`config.mk`:
```
export PLATFORM = sky130hd
export DESIGN_NAME = pulse_cap
export DESIGN_NICKNAME = d
export VERILOG_FILES = /design/src/rtl/pcap_pkg.sv /design/src/rtl/pcap_sync.sv /design/src/rtl/pcap_counter.sv /design/src/rtl/pcap_ctrl.sv /design/src/rtl/pcap_dreg.sv /design/src/rtl/pulse_cap.sv
export SDC_FILE = /design/constraint.sdc
export NUM_CORES = 1
export LEC_CHECK = 0
export ABC_AREA = 1
export BUFFER_PORTS_ARGS = -buffer_cell sky130_fd_sc_hd__buf_2
export CORE_ASPECT_RATIO = 1.75
export CORE_MARGIN = 2
export CORE_UTILIZATION = 62
export DETAILED_ROUTE_END_ITERATION = 10
export GPL_TIMING_DRIVEN = 0
export PLACE_DENSITY = 0.95
export SYNTH_ARGS = -nofsm -noshare
export SYNTH_HDL_FRONTEND = slang
export SYNTH_HIERARCHICAL = 1
export SYNTH_SLANG_ARGS = --single-unit
```
`constraint.sdc`:
```
create_clock -name clk -period 4.1 [get_ports clk]
set_input_delay 0.615 -clock clk [delete_from_list [all_inputs] [get_ports clk]]
set_output_delay 0.615 -clock clk [all_outputs]
set_load 0.02 [all_outputs]
```
`src/rtl/pcap_pkg.sv`:
```
`timescale 1ns/1ps
package pcap_pkg;
    typedef enum logic [1:0] {
        MODE_LOW_PULSE  = 2'b00,
        MODE_HIGH_PULSE = 2'b01,
        MODE_PER_FALL   = 2'b10,
        MODE_PER_RISE   = 2'b11
    } meas_mode_e;

    typedef enum logic {
        ST_SEEK  = 1'b0,
        ST_COUNT = 1'b1
    } cap_state_e;
endpackage

```
`src/rtl/pcap_sync.sv`:
```
`timescale 1ns/1ps
module pcap_sync #(
    parameter int STAGES = 2
) (
    input  logic clk,
    input  logic rst_n,
    input  logic pin_i,
    output logic rise_o,
    output logic fall_o
);
    logic [STAGES-1:0] chain_q;
    logic              prev_q;

    always_ff @(posedge clk or negedge rst_n) begin
        if (!rst_n) chain_q[0] <= 1'b0;
        else        chain_q[0] <= pin_i;
    end

    generate
        for (genvar g = 1; g < STAGES; g++) begin : g_stage
            always_ff @(posedge clk or negedge rst_n) begin
                if (!rst_n) chain_q[g] <= 1'b0;
                else        chain_q[g] <= chain_q[g-1];
            end
        end
    endgenerate

    always_ff @(posedge clk or negedge rst_n) begin
        if (!rst_n) prev_q <= 1'b0;
        else        prev_q <= chain_q[STAGES-1];
    end

    assign rise_o =  chain_q[STAGES-1] & ~prev_q;
    assign fall_o = ~chain_q[STAGES-1] &  prev_q;
endmodule

```
`src/rtl/pcap_counter.sv`:
```
`timescale 1ns/1ps
module pcap_counter #(
    parameter int CNT_W = 16
) (
    input  logic             clk,
    input  logic             rst_n,
    input  logic             restart_i,
    input  logic             run_i,
    input  logic             tick_i,
    output logic [CNT_W-1:0] cnt_q,
    output logic [CNT_W-1:0] cnt_next_o
);
    localparam logic [CNT_W-1:0] CNT_MAX = {CNT_W{1'b1}};

    logic [CNT_W-1:0] sat_inc;

    always_comb begin
        sat_inc    = (cnt_q == CNT_MAX) ? cnt_q : cnt_q + 1'b1;
        cnt_next_o = (run_i && tick_i) ? sat_inc : cnt_q;
    end

    always_ff @(posedge clk or negedge rst_n) begin
        if (!rst_n)         cnt_q <= '0;
        else if (restart_i) cnt_q <= '0;
        else                cnt_q <= cnt_next_o;
    end
endmodule

```
`src/rtl/pcap_ctrl.sv`:
```
`timescale 1ns/1ps
module pcap_ctrl
    import pcap_pkg::*;
(
    input  logic       clk,
    input  logic       rst_n,
    input  logic       rise_i,
    input  logic       fall_i,
    input  logic [1:0] mode_i,
    output logic       run_o,
    output logic       restart_o,
    output logic       capture_o
);
    cap_state_e state_q, state_d;
    meas_mode_e mode_q;
    meas_mode_e mode_cur;
    logic       mode_chg;
    logic       start_edge, cap_edge, is_period;

    assign mode_cur  = meas_mode_e'(mode_i);
    assign mode_chg  = (mode_cur != mode_q);
    assign is_period = mode_i[1];

    always_comb begin
        unique case (mode_cur)
            MODE_LOW_PULSE:  begin start_edge = fall_i; cap_edge = rise_i; end
            MODE_HIGH_PULSE: begin start_edge = rise_i; cap_edge = fall_i; end
            MODE_PER_FALL:   begin start_edge = fall_i; cap_edge = fall_i; end
            MODE_PER_RISE:   begin start_edge = rise_i; cap_edge = rise_i; end
            default:         begin start_edge = 1'b0;   cap_edge = 1'b0;   end
        endcase
    end

    always_comb begin
        state_d = state_q;
        unique case (state_q)
            ST_SEEK: begin
                if (!mode_chg && start_edge) state_d = ST_COUNT;
            end
            ST_COUNT: begin
                if (mode_chg)                   state_d = ST_SEEK;
                else if (cap_edge && !is_period) state_d = ST_SEEK;
            end
            default: state_d = ST_SEEK;
        endcase
    end

    always_ff @(posedge clk or negedge rst_n) begin
        if (!rst_n) begin
            state_q <= ST_SEEK;
            mode_q  <= MODE_LOW_PULSE;
        end else begin
            state_q <= state_d;
            mode_q  <= mode_cur;
        end
    end

    always_comb begin
        run_o     = 1'b0;
        restart_o = 1'b0;
        capture_o = 1'b0;
        unique case (state_q)
            ST_SEEK: begin
                restart_o = start_edge && !mode_chg;
            end
            ST_COUNT: begin
                run_o     = 1'b1;
                capture_o = cap_edge && !mode_chg;
                restart_o = cap_edge && !mode_chg && is_period;
            end
            default: ;
        endcase
    end
endmodule

```
`src/rtl/pcap_dreg.sv`:
```
`timescale 1ns/1ps
module pcap_dreg #(
    parameter int CNT_W = 16
) (
    input  logic             clk,
    input  logic             rst_n,
    input  logic             capture_i,
    input  logic [CNT_W-1:0] cap_val_i,
    input  logic             irq_en_i,
    input  logic             autoclr_en_i,
    input  logic             rd_en_i,
    input  logic             rd_dbg_i,
    output logic [CNT_W-1:0] data_q,
    output logic             irq_q
);
    logic clr_req;

    assign clr_req = rd_en_i && !rd_dbg_i && autoclr_en_i;

    always_ff @(posedge clk or negedge rst_n) begin
        if (!rst_n) begin
            data_q <= '0;
            irq_q  <= 1'b0;
        end else begin
            irq_q <= capture_i && irq_en_i;
            if (capture_i)    data_q <= cap_val_i;
            else if (clr_req) data_q <= '0;
        end
    end
endmodule

```
`src/rtl/pulse_cap.sv`:
```
`timescale 1ns/1ps
module pulse_cap #(
    parameter int CNT_W       = 16,
    parameter int SYNC_STAGES = 2
) (
    input  logic             clk,
    input  logic             rst_n,
    input  logic             pin_i,
    input  logic             tick_en_i,
    input  logic [1:0]       mode_i,
    input  logic             irq_en_i,
    input  logic             autoclr_en_i,
    input  logic             rd_en_i,
    input  logic             rd_dbg_i,
    output logic [CNT_W-1:0] rd_data_o,
    output logic             irq_o
);
    logic             rise, fall;
    logic             run, restart, cap_fire;
    logic [CNT_W-1:0] cnt_q, cnt_next;

    pcap_sync #(.STAGES(SYNC_STAGES)) u_sync (
        .clk(clk), .rst_n(rst_n), .pin_i(pin_i),
        .rise_o(rise), .fall_o(fall)
    );

    pcap_ctrl u_ctrl (
        .clk(clk), .rst_n(rst_n), .rise_i(rise), .fall_i(fall),
        .mode_i(mode_i), .run_o(run), .restart_o(restart), .capture_o(cap_fire)
    );

    pcap_counter #(.CNT_W(CNT_W)) u_cnt (
        .clk(clk), .rst_n(rst_n), .restart_i(restart), .run_i(run),
        .tick_i(tick_en_i), .cnt_q(cnt_q), .cnt_next_o(cnt_next)
    );

    pcap_dreg #(.CNT_W(CNT_W)) u_dreg (
        .clk(clk), .rst_n(rst_n), .capture_i(cap_fire), .cap_val_i(cnt_next),
        .irq_en_i(irq_en_i), .autoclr_en_i(autoclr_en_i), .rd_en_i(rd_en_i),
        .rd_dbg_i(rd_dbg_i), .data_q(rd_data_o), .irq_q(irq_o)
    );
endmodule

```
* After elaboration in Yosys (flattened, before gate mapping) *
Index checks and enable logic that the tools add are counted.

cells by class
  $add $sub $neg = 1
  equality and inequality tests = 5
  muxes and demuxes = 14
  bitwise gates (word level) = 5
  reductions and logical operators = 17

operators by type and width
  operator                                                          number
  16-bit 2-to-1 mux                                                 5
  16-bit by 1-bit adder with 16-bit output (second input constant)  1
  16-bit == test (second input constant)                            1
  1-bit logical AND                                                 8
  1-bit one-hot mux with 2 select lines                             4
  2-bit OR reduction                                                4
  1-bit 2-to-1 mux                                                  5
  2-bit == test (second input constant)                             2
  1-bit logical NOT                                                 3
  1-bit NOT                                                         3
  1-bit bitwise AND                                                 2
  2-bit by 1-bit == test with 1-bit output (second input constant)  1
  2-bit logical NOT                                                 1
  2-bit != test                                                     1
  2-bit nonzero test                                                1

storage, ports and cells
  bits in registers = 39
  bits of input ports = 10
  logic and storage cells = 50

* Longest topological paths before layout *
Gate-level depths: netlist of run 1.

  depth after elaboration = 7
  depth in mapped cells = 12
  depth with buffers taken out = 11

* Hierarchy *
Netlist of run 1, hierarchy kept.

modules (own cells, without submodules)
  module        instances  cells each  area an instance (sq um)  seq. area each (sq um)
  pcap_counter  1          180         1,202.4                   400.4
  pcap_dreg     1          74          799.5                     425.4
  pcap_ctrl     1          36          235.2                     75.1
  pcap_sync     1          7           90.1                      75.1

* Worst setup path before layout of run 1 *
OpenSTA, ideal clock, no wires.

  path type = input -> register
  start point = input mode_i[1]
  end point = register u_cnt.cnt_q[10]
  library setup time = 116 ps
  data arrival time = 2,032 ps
  data required time = 3,984 ps
  slack = 1,952 ps
  cell stages on the path = 11
  path buffers = 2
  cells stage by stage = inv_2 > ha_1 > inv_1 > nand2_1 > nand2_1 > nor2_1 > nand3_1 > nand2_1 > clkdlybuf4s50_2 > buf_6 > nor2_1

between the ends
  cells in the longest elaborated chain, start to end = 7
  elaborated cells on any way between the ends = 17
  classes of those cells = 4 x eq/ne; 4 x mux; 9 x reduce/logical

ends and longest elaborated chain
  what                                         RTL line            text
  from (decl)                                  pulse_cap.sv:10     input logic [1:0] mode_i,
  2-bit == test, or another cell as far along  pcap_ctrl.sv:25     unique case (mode_cur)
  2-bit OR reduction (no source line)          n/a
  1-bit one-hot mux with 2 select lines        pcap_ctrl.sv:25
  1-bit logical AND (2 in series)              pcap_ctrl.sv:69     restart_o = cap_edge && !mode_chg && is_period;
  1-bit one-hot mux with 2 select lines (*)    pcap_ctrl.sv:62     unique case (state_q)
  named net restart                            pulse_cap.sv:19     logic run, restart, cap_fire;
  16-bit 2-to-1 mux (*)                        pcap_counter.sv:24  else if (restart_i) cnt_q <= '0;
  to (signal assigned)                         pcap_counter.sv:25  else cnt_q <= cnt_next_o;
  to (decl)                                    pcap_counter.sv:10  output logic [CNT_W-1:0] cnt_q,

Mark *: on every way through the listed nets, which the timed path passes. The rest lies on a longest branch.
A chain may end at the register's enable or synchronous reset.

* Worst setup path after layout of run 1 *
  start point = input mode_i[1]
  end point = register u_cnt.cnt_q[3]

Same word-level chain as after synthesis.

==> results.sh, run 1 <==
export IMPL_final_cell_mix="97 x nand2_1, 45 x inv_1, 39 x dfrtp_1"
export IMPL_comb_power_share_pct=12.7
export IMPL_numCtsBuffers=5
export IMPL_htreeDepth=2
export IMPL_yosysSeqAreaShare_pct=41.9
export IMPL_synth_adder_area_share_pct=1.61
export IMPL_cp_end_kind="register"
export IMPL_dpl_instance_area_sq_um=2510
export IMPL_core_area_sq_um=3630
export IMPL_dr_pass1_iters=5
export IMPL_max_stage_delay_ps=600
export IMPL_grtUsageTotal_pct=27.1
export IMPL_cts_tree="done"
export IMPL_final_layout_size_suffix_gt1_share_pct=27.5
export IMPL_power_switching_uw=222
export IMPL_power_share_clock_pct=41.1
export IMPL_io_buffers=26
export IMPL_worstPathCellList="buf_2 > inv_2 > ha_1 > inv_1 > nand2_1 > nand2_1 > nor2_1 > nand3_1 > nand2_1 > clkdlybuf4s50_2 > buf_6 > nor2_1"
export IMPL_boundaryPins=27
export IMPL_via_per_inst=5.38
export IMPL_area_growth_pct=13.8
export IMPL_required_ps=4270
export IMPL_drv_cap=0
export IMPL_wl_per_cell_um=13.6
export IMPL_slew_headroom_pct=42.1
export IMPL_fin_crit_ps=2270
export IMPL_r2r_end="u_cnt/cnt_q[3]"
export IMPL_grt_overflow=0
export IMPL_synthArstFlopShare_pct=100
export IMPL_fp_row_count=29
export IMPL_hpwl_mm=3.76
export IMPL_fill_cells=273
export IMPL_dieHeight_um=85.1
export IMPL_synth_top_family_by_area="simple AND/OR/NAND/NOR gates"
export IMPL_ir_worst_vdd_mv=0.259
export IMPL_reg2regPathDepth=11
export IMPL_slowest_stage="clkdlybuf4s50_2"
export IMPL_cts_hold_buffers=0
export IMPL_finalHoldViolations=0
export IMPL_grt_pass1_vias=2111
export IMPL_grt_pass1_wl_mm=8.82
export IMPL_routed_wl_mm=5.14
export IMPL_muxShareOfSynthArea_pct=0
export IMPL_drc=0
export IMPL_antenna_cells=0
export IMPL_insertion_delay_ps=290
export IMPL_hold_path_depth=0
export IMPL_synth_edf_count=0
export IMPL_cp_data_arrival_time_ps=2450
export IMPL_p_total_uw=908
export IMPL_power_leakage_nw=1.50
export IMPL_post_cts_buffers=0
export IMPL_dieArea_sq_um=4280
export IMPL_netSwitchingFraction_pct=24.4
export IMPL_cts_resized_gates=0
export IMPL_hold_start="u_sync/chain_q[0]"
export IMPL_die_w_um=50.3
export IMPL_crit_fanout=10
export IMPL_nets=343
export IMPL_critical_path_class="in2reg"
export IMPL_clock_sinks=39
export IMPL_fin_crit_sh_pct=55.4
export IMPL_num_vias=2030
export IMPL_layout_commonest_cell="nand2_1"
export IMPL_antenna_found_initial=0
export IMPL_r2r_start="u_sync/chain_q[1]"
export IMPL_grt_max_degree=40
export IMPL_synthSimpleGateAreaFrac_pct=41.9
export IMPL_netlist_area_sq_um=2330
export IMPL_synth_xor_area_share_pct=0.376
export IMPL_place_gp_congestion=0.884
export IMPL_cp_common_cell="nand2_1"
export IMPL_syn_nets=310
export IMPL_rsz0062_at_grt="no"
export IMPL_timing_worst_slew_pin_value_ps=869
export IMPL_seq_power_share_pct=46.2
export IMPL_powerDensity_nw_per_um2=343
export IMPL_start_kind="input pin"
export IMPL_ys_ff_latch=39
export IMPL_clock_path_buffers=2
export IMPL_multi_input_area_sq_um=1060
export IMPL_regArea_sq_um=976
export IMPL_slew_viol_final=0
export IMPL_timing_fmax_mhz=440
export IMPL_path_clk_slew_ps=80
export IMPL_stdcell_area_sq_um=2650
export IMPL_drtIter0Drc=59
export IMPL_yosysWarningCount=6
export IMPL_hp_class="reg2reg"
export IMPL_setup_viol=0
export IMPL_p_int_uw=686
export IMPL_status="completed"
export IMPL_start_util_pct=64.1
export IMPL_r2r_slack_ps=2080
export IMPL_setup_tns_ps=0
export IMPL_synth_ff_type="dfrtp_1"
export IMPL_ant_nets=0
export IMPL_synth_compound_area_share_pct=1.51
export IMPL_finClkSkew_ps=11.5
export IMPL_syn_area_per_cell_sq_um=7.84
export IMPL_cts_root_buf="clkbuf_8"
export IMPL_synthCells=297
export IMPL_ys_types=27
export IMPL_min_to="u_sync/chain_q[1]"
==> final cells by class <==
type | instances | area share [%]
Buffer | 8 | 3.92
Clock buffer | 6 | 2.74
Clock inverter | 2 | 2.27
Inverter | 49 | 7.23
Multi-Input combinational cell | 201 | 39.9
Sequential cell | 39 | 36.9
Tap cell | 46 | 2.17
Timing Repair Buffer | 26 | 4.91
==> critical path: cells and delay by family <==
family                     cells  cell delay, ps
buffers and inverters          5            1040
and+or+nand+nor                6             500
adders and majority gates      1             290
==> kinds of logic (layout without fill, tap and decap cells) <==
kind of cell             count (synthesis)  count (layout)
flip-flops                              39              39
AO/OA/AOI/OAI                            6               6
adder cells (fa/ha/maj)                  3               3
XOR/XNOR                                 1               1
buffers and inverters                   57              91
AND/OR/NAND/NOR                        191             191
==> Yosys cell counts (2+ instances only) <==
cell,instances,area share [%]
a21oi_1,2,0.43
buf_12,2,1.7
inv_1,45,7.3
nor2_4,5,2.4
nor2_1,23,3.7
nand3b_1,2,0.64
inv_2,3,0.48
dfrtp_1,39,42
nand3_2,14,6.0
o21ai_0,2,0.43
buf_6,4,1.9
nor2_2,6,1.6
nand2_1,97,16
nor3_2,3,1.3
nand2_2,15,4.0
ha_1,3,1.6
nand3_1,22,4.7
==> layer usage <==
layer | routed length, um | vias to the layer above | share of wire (%) | GRT usage [%]
met3 | 195 | 26 | 3.8 | 5.46
met5 | 0 | - | 0 | 0
li1 | - | 962 | - | -
met2 | 2940 | 57 | 57 | 51.7
met1 | 1720 | 985 | 34 | 24.7
met4 | 272 | 0 | 5.3 | 16.7
==> through the flow <==
stage                     utilization (%)  worst slack [ps]  std cells  hold slack, ps
after global routing                 73.0              1700        377             375
final                                73.0              1830        377             366
after detailed placement             69.3              1570        369             341
after CTS                            73.0              1870        377             368
after global placement               69.3              1670        369             343
after floorplan                         -              1950        297             319
==> how the worst max path moves through the flow <==
stage          startpoint         endpoint
6_report        mode_i[1]   u_cnt/cnt_q[3]
5_1_grt         mode_i[1]   u_cnt/cnt_q[9]
4_1_cts         mode_i[1]   u_cnt/cnt_q[3]
3_5_place_dp    mode_i[1]   u_cnt/cnt_q[3]
3_3_place_gp    mode_i[1]   u_cnt/cnt_q[3]
2_1_floorplan   mode_i[1]  u_cnt/cnt_q[10]
==> power groups by stage <==
| stage | sequential, mW | clock, mW | combinational (mW) |
|---|---|---|---|
| floorplan | 0.427 | 0 | 0.0728 |
| global placement | 0.425 | 0 | 0.108 |
| detailed placement | 0.426 | 0 | 0.114 |
| CTS | 0.419 | 0.379 | 0.116 |
| global route | 0.422 | 0.395 | 0.130 |
| finish | 0.420 | 0.373 | 0.116 |
==> sequential cells by signal (all words and copies together) (netlist names) <==
name,cells
u_dreg/data_q,16
u_ctrl/mode_q,2
u_ctrl/state_q,1
u_sync/prev_q,1
u_dreg/irq_q,1
u_sync/chain_q,2
u_cnt/cnt_q,16
(Power assumes the default switching activity.)
==> run 2, diff against run 1 <==
--- a/config.mk
+++ b/config.mk
@@ -5,14 +5,14 @@
 export SDC_FILE = /design/constraint.sdc
 export NUM_CORES = 1
 export LEC_CHECK = 0
-export ABC_AREA = 1
+export ABC_AREA = 0
 export BUFFER_PORTS_ARGS = -buffer_cell sky130_fd_sc_hd__buf_2
 export CORE_ASPECT_RATIO = 1.75
 export CORE_MARGIN = 2
-export CORE_UTILIZATION = 62
+export CORE_UTILIZATION = 57
 export DETAILED_ROUTE_END_ITERATION = 10
 export GPL_TIMING_DRIVEN = 0
-export PLACE_DENSITY = 0.95
+export PLACE_DENSITY = 0.91
 export SYNTH_ARGS = -nofsm -noshare
 export SYNTH_HDL_FRONTEND = slang
 export SYNTH_HIERARCHICAL = 1
==> constraint.sdc (replaced) <==
create_clock -name clk -period 2.1 [get_ports clk]
set_input_delay 0.315 -clock clk [delete_from_list [all_inputs] [get_ports clk]]
set_output_delay 0.315 -clock clk [all_outputs]
set_load 0.02 [all_outputs]
==> run 2 against run 1 <==
Compared with the run above:
- clock-buffer cell count rose by 2
- sequential power rose by 88%
- total power rose by 62%
- clock power rose by 49%
- sequential share of layout area rose by 2.5 points
- combinational power rose by 6%
- critical path depth fell by 5
- wire length fell by 17%
- clock skew fell by 7.9 ps
- die area rose by 1.5%
- critical path type is now reg2reg
- highest routed layer unchanged
==> results.sh, run 2 <==
export IMPL_status="completed"
export IMPL_grtUsageTotal_pct=22.5
export IMPL_netlist_area_sq_um=2170
export IMPL_place_gp_congestion=0.867
export IMPL_core_area_sq_um=3630
export IMPL_via_per_inst=5.68
export IMPL_cts_tree="done"
export IMPL_synth_area_leaders="dfrtp_1 45%, mux2i_1 7.8%, nor2_1 4.0%, nor4_4 2.9%, xor2_1 2.8%"
export IMPL_htreeDepth=2
export IMPL_place_ws_ps=-368
export IMPL_synthCells=201
export IMPL_yosysWarningCount=6
export IMPL_grt_max_degree=40
export IMPL_io_buffers=26
export IMPL_place_inst=273
export IMPL_wl_met2_mm=2.38
export IMPL_grt_overflow=0
export IMPL_syn_area_per_cell_sq_um=10.8
export IMPL_critical_path_class="reg2reg"
export IMPL_ys_ff_latch=39
export IMPL_fp_row_count=29
export IMPL_syn_nets=214
export IMPL_crit_fanout=10
export IMPL_synth_area_leader_cell="dfrtp_1"
export IMPL_crit_path_start="u_sync/chain_q[1]"
export IMPL_endpoint="u_cnt/cnt_q[6]"
export IMPL_wl_per_cell_um=15.1
export IMPL_path_clk_slew_ps=70
export IMPL_numCtsBuffers=5
export IMPL_p_total_mw=1.47
export IMPL_reg2regPathDepth=7
export IMPL_grt_pass1_vias=1586
export IMPL_routed_wl_mm=4.27
export IMPL_dpl_instance_area_sq_um=2360
export IMPL_cts_hold_buffers=0
export IMPL_cp_data_arrival_time_ps=2240
export IMPL_yosysMostFrequentCell="dfrtp_1"
export IMPL_num_vias=1603
export IMPL_top_layer_used="met4"
export IMPL_dr_pass1_iters=4
export IMPL_drv_cap=0
export IMPL_stdcell_area_sq_um=2480
export IMPL_hpwl_mm=3.12
export IMPL_antenna_cells=0
export IMPL_finClkSkew_ps=3.56
export IMPL_slew_headroom_pct=42.4
export IMPL_hp_class="in2reg"
export IMPL_yosysSeqAreaShare_pct=44.9
export IMPL_setup_viol=0
export IMPL_final_layout_size_suffix_gt1_share_pct=29.2
export IMPL_powerDensity_nw_per_um2=592
export IMPL_drc=0
export IMPL_layout_commonest_cell="dfrtp_1"
export IMPL_fin_hold_ws_ps=120
export IMPL_fin_crit_sh_pct=98.0
export IMPL_dieHeight_um=85.7
export IMPL_top_regs="u_cnt/cnt_q x16, u_dreg/data_q x16"
export IMPL_start_kind="register"
export IMPL_cts_root_buf="clkbuf_8"
export IMPL_drtIter0Drc=54
export IMPL_boundaryPins=27
export IMPL_antenna_found_initial=0
export IMPL_clock_sinks=39
export IMPL_cp_end_kind="register"
export IMPL_synth_top_area_share_pct=44.9
export IMPL_fill_cells=289
export IMPL_start_util_pct=59.9
export IMPL_slew_viol_final=0
export IMPL_clock_path_buffers=2
export IMPL_synthArstFlopShare_pct=100
export IMPL_dieArea_sq_um=4340
export IMPL_r2r_end="u_cnt/cnt_q[6]"
export IMPL_setup_tns_ps=0
export IMPL_area_growth_pct=14.2
export IMPL_dr_wl_met3_um=147
export IMPL_synth_edf_count=0
export IMPL_insertion_delay_ps=300
export IMPL_finalHoldViolations=0
export IMPL_ant_nets=0
export IMPL_synthTopCellsByCount="39 x dfrtp_1, 23 x nor2_1, 17 x mux2i_1"
export IMPL_final_cell_mix="39 x dfrtp_1, 28 x buf_2, 23 x nor2_1"
export IMPL_ir_worst_vdd_mv=0.582
export IMPL_nets=248
export IMPL_r2r_start="u_sync/chain_q[1]"
export IMPL_die_w_um=50.7
export IMPL_timing_fmax_mhz=486
export IMPL_timing_worst_slew_pin_value_ps=865
export IMPL_synth_ff_type="dfrtp_1"
export IMPL_r2r_slack_ps=40
export IMPL_fin_cells=282
export IMPL_required_ps=2290
export IMPL_met1_length_mm=1.62
export IMPL_power_leakage_nw=1.24
export IMPL_post_route_util_pct=68.4
export IMPL_ys_types=53
export IMPL_rsz0062_at_grt="yes"
export IMPL_fin_crit_ps=2060
export IMPL_grt_pass1_wl_mm=7.22
export IMPL_setup_ws_ps=41.9
[run 2: changes by cell type in the layout (fill, tap and decap cells not counted), moves of 7 or more]
cell     previous run  this run
inv_1              45         5
mux2i_1             0        17
nand2_1            97        14
nand2_2            15         1
nand3_1            22         5
nand3_2            14         1
nor2b_1             0         7
xor2_1              0         7
[run 2: what timing repair did]
item | in CTS | in global routing
gates resized for setup | 4 | 3
buffers inserted | 0 | 1
pin swaps | 1 | 1
setup endpoints to repair | 11 | 8
[run 2: critical path: stages, from the launching register on]
cell and delay, ps:
dfrtp_1 390, and2b_2 220, or3b_1 350, a211o_1 280, a21oi_2 150, clkbuf_4 230, nor2_1 60, mux2_2 260
[run 2: cell families after synthesis]
group	after synthesis	share of synthesized area, %
muxes	25	12.5
adders and majority gates	3	1.73
buffers and inverters	14	4.32
and+or+nand+nor	87	25.2
xor gates and xnor gates	9	3.63
AOI/OAI and AO/OA	24	7.77
DFF	39	44.9
[run 2: how the worst min path moves through the flow]
stage	start	endpoint	slack, ps	cells after the start
2_1_floorplan	rst_n	u_cnt/cnt_q[0]	20	0
6_report	pin_i	u_sync/chain_q[0]	120	1
5_1_grt	pin_i	u_sync/chain_q[0]	110	1
4_1_cts	pin_i	u_sync/chain_q[0]	110	1
3_3_place_gp	u_sync/chain_q[0]	u_sync/chain_q[1]	340	0
3_5_place_dp	u_sync/chain_q[0]	u_sync/chain_q[1]	350	0
[run 2: final cells by class]
| cell class | count | area [sq um] | area share [%] |
|---|---|---|---|
| multi-input combinational | 148 | 1110 | 44.7 |
| clock buffer | 8 | 100 | 4.03 |
| buffer | 9 | 82.6 | 3.33 |
| tap | 46 | 57.6 | 2.32 |
| inverter | 5 | 18.8 | 0.756 |
| timing repair buffer | 27 | 138 | 5.54 |
| sequential | 39 | 976 | 39.3 |
[run 2: per-layer routing]
metal | vias up | global-route usage, %
met5 | - | 0
met2 | 34 | 38.9
met3 | 12 | 5.40
met4 | 0 | 12.3
met1 | 779 | 24.8
li1 | 778 | -
[run 2: power breakdown]
group / leakage (nW) / internal, mW / total [mW] / switching, mW
Sequential: 0.532 / 0.772 / 0.791 / 0.0191
Combinational: 0.658 / 0.0510 / 0.123 / 0.0718
Clock: 0.0515 / 0.299 / 0.556 / 0.257
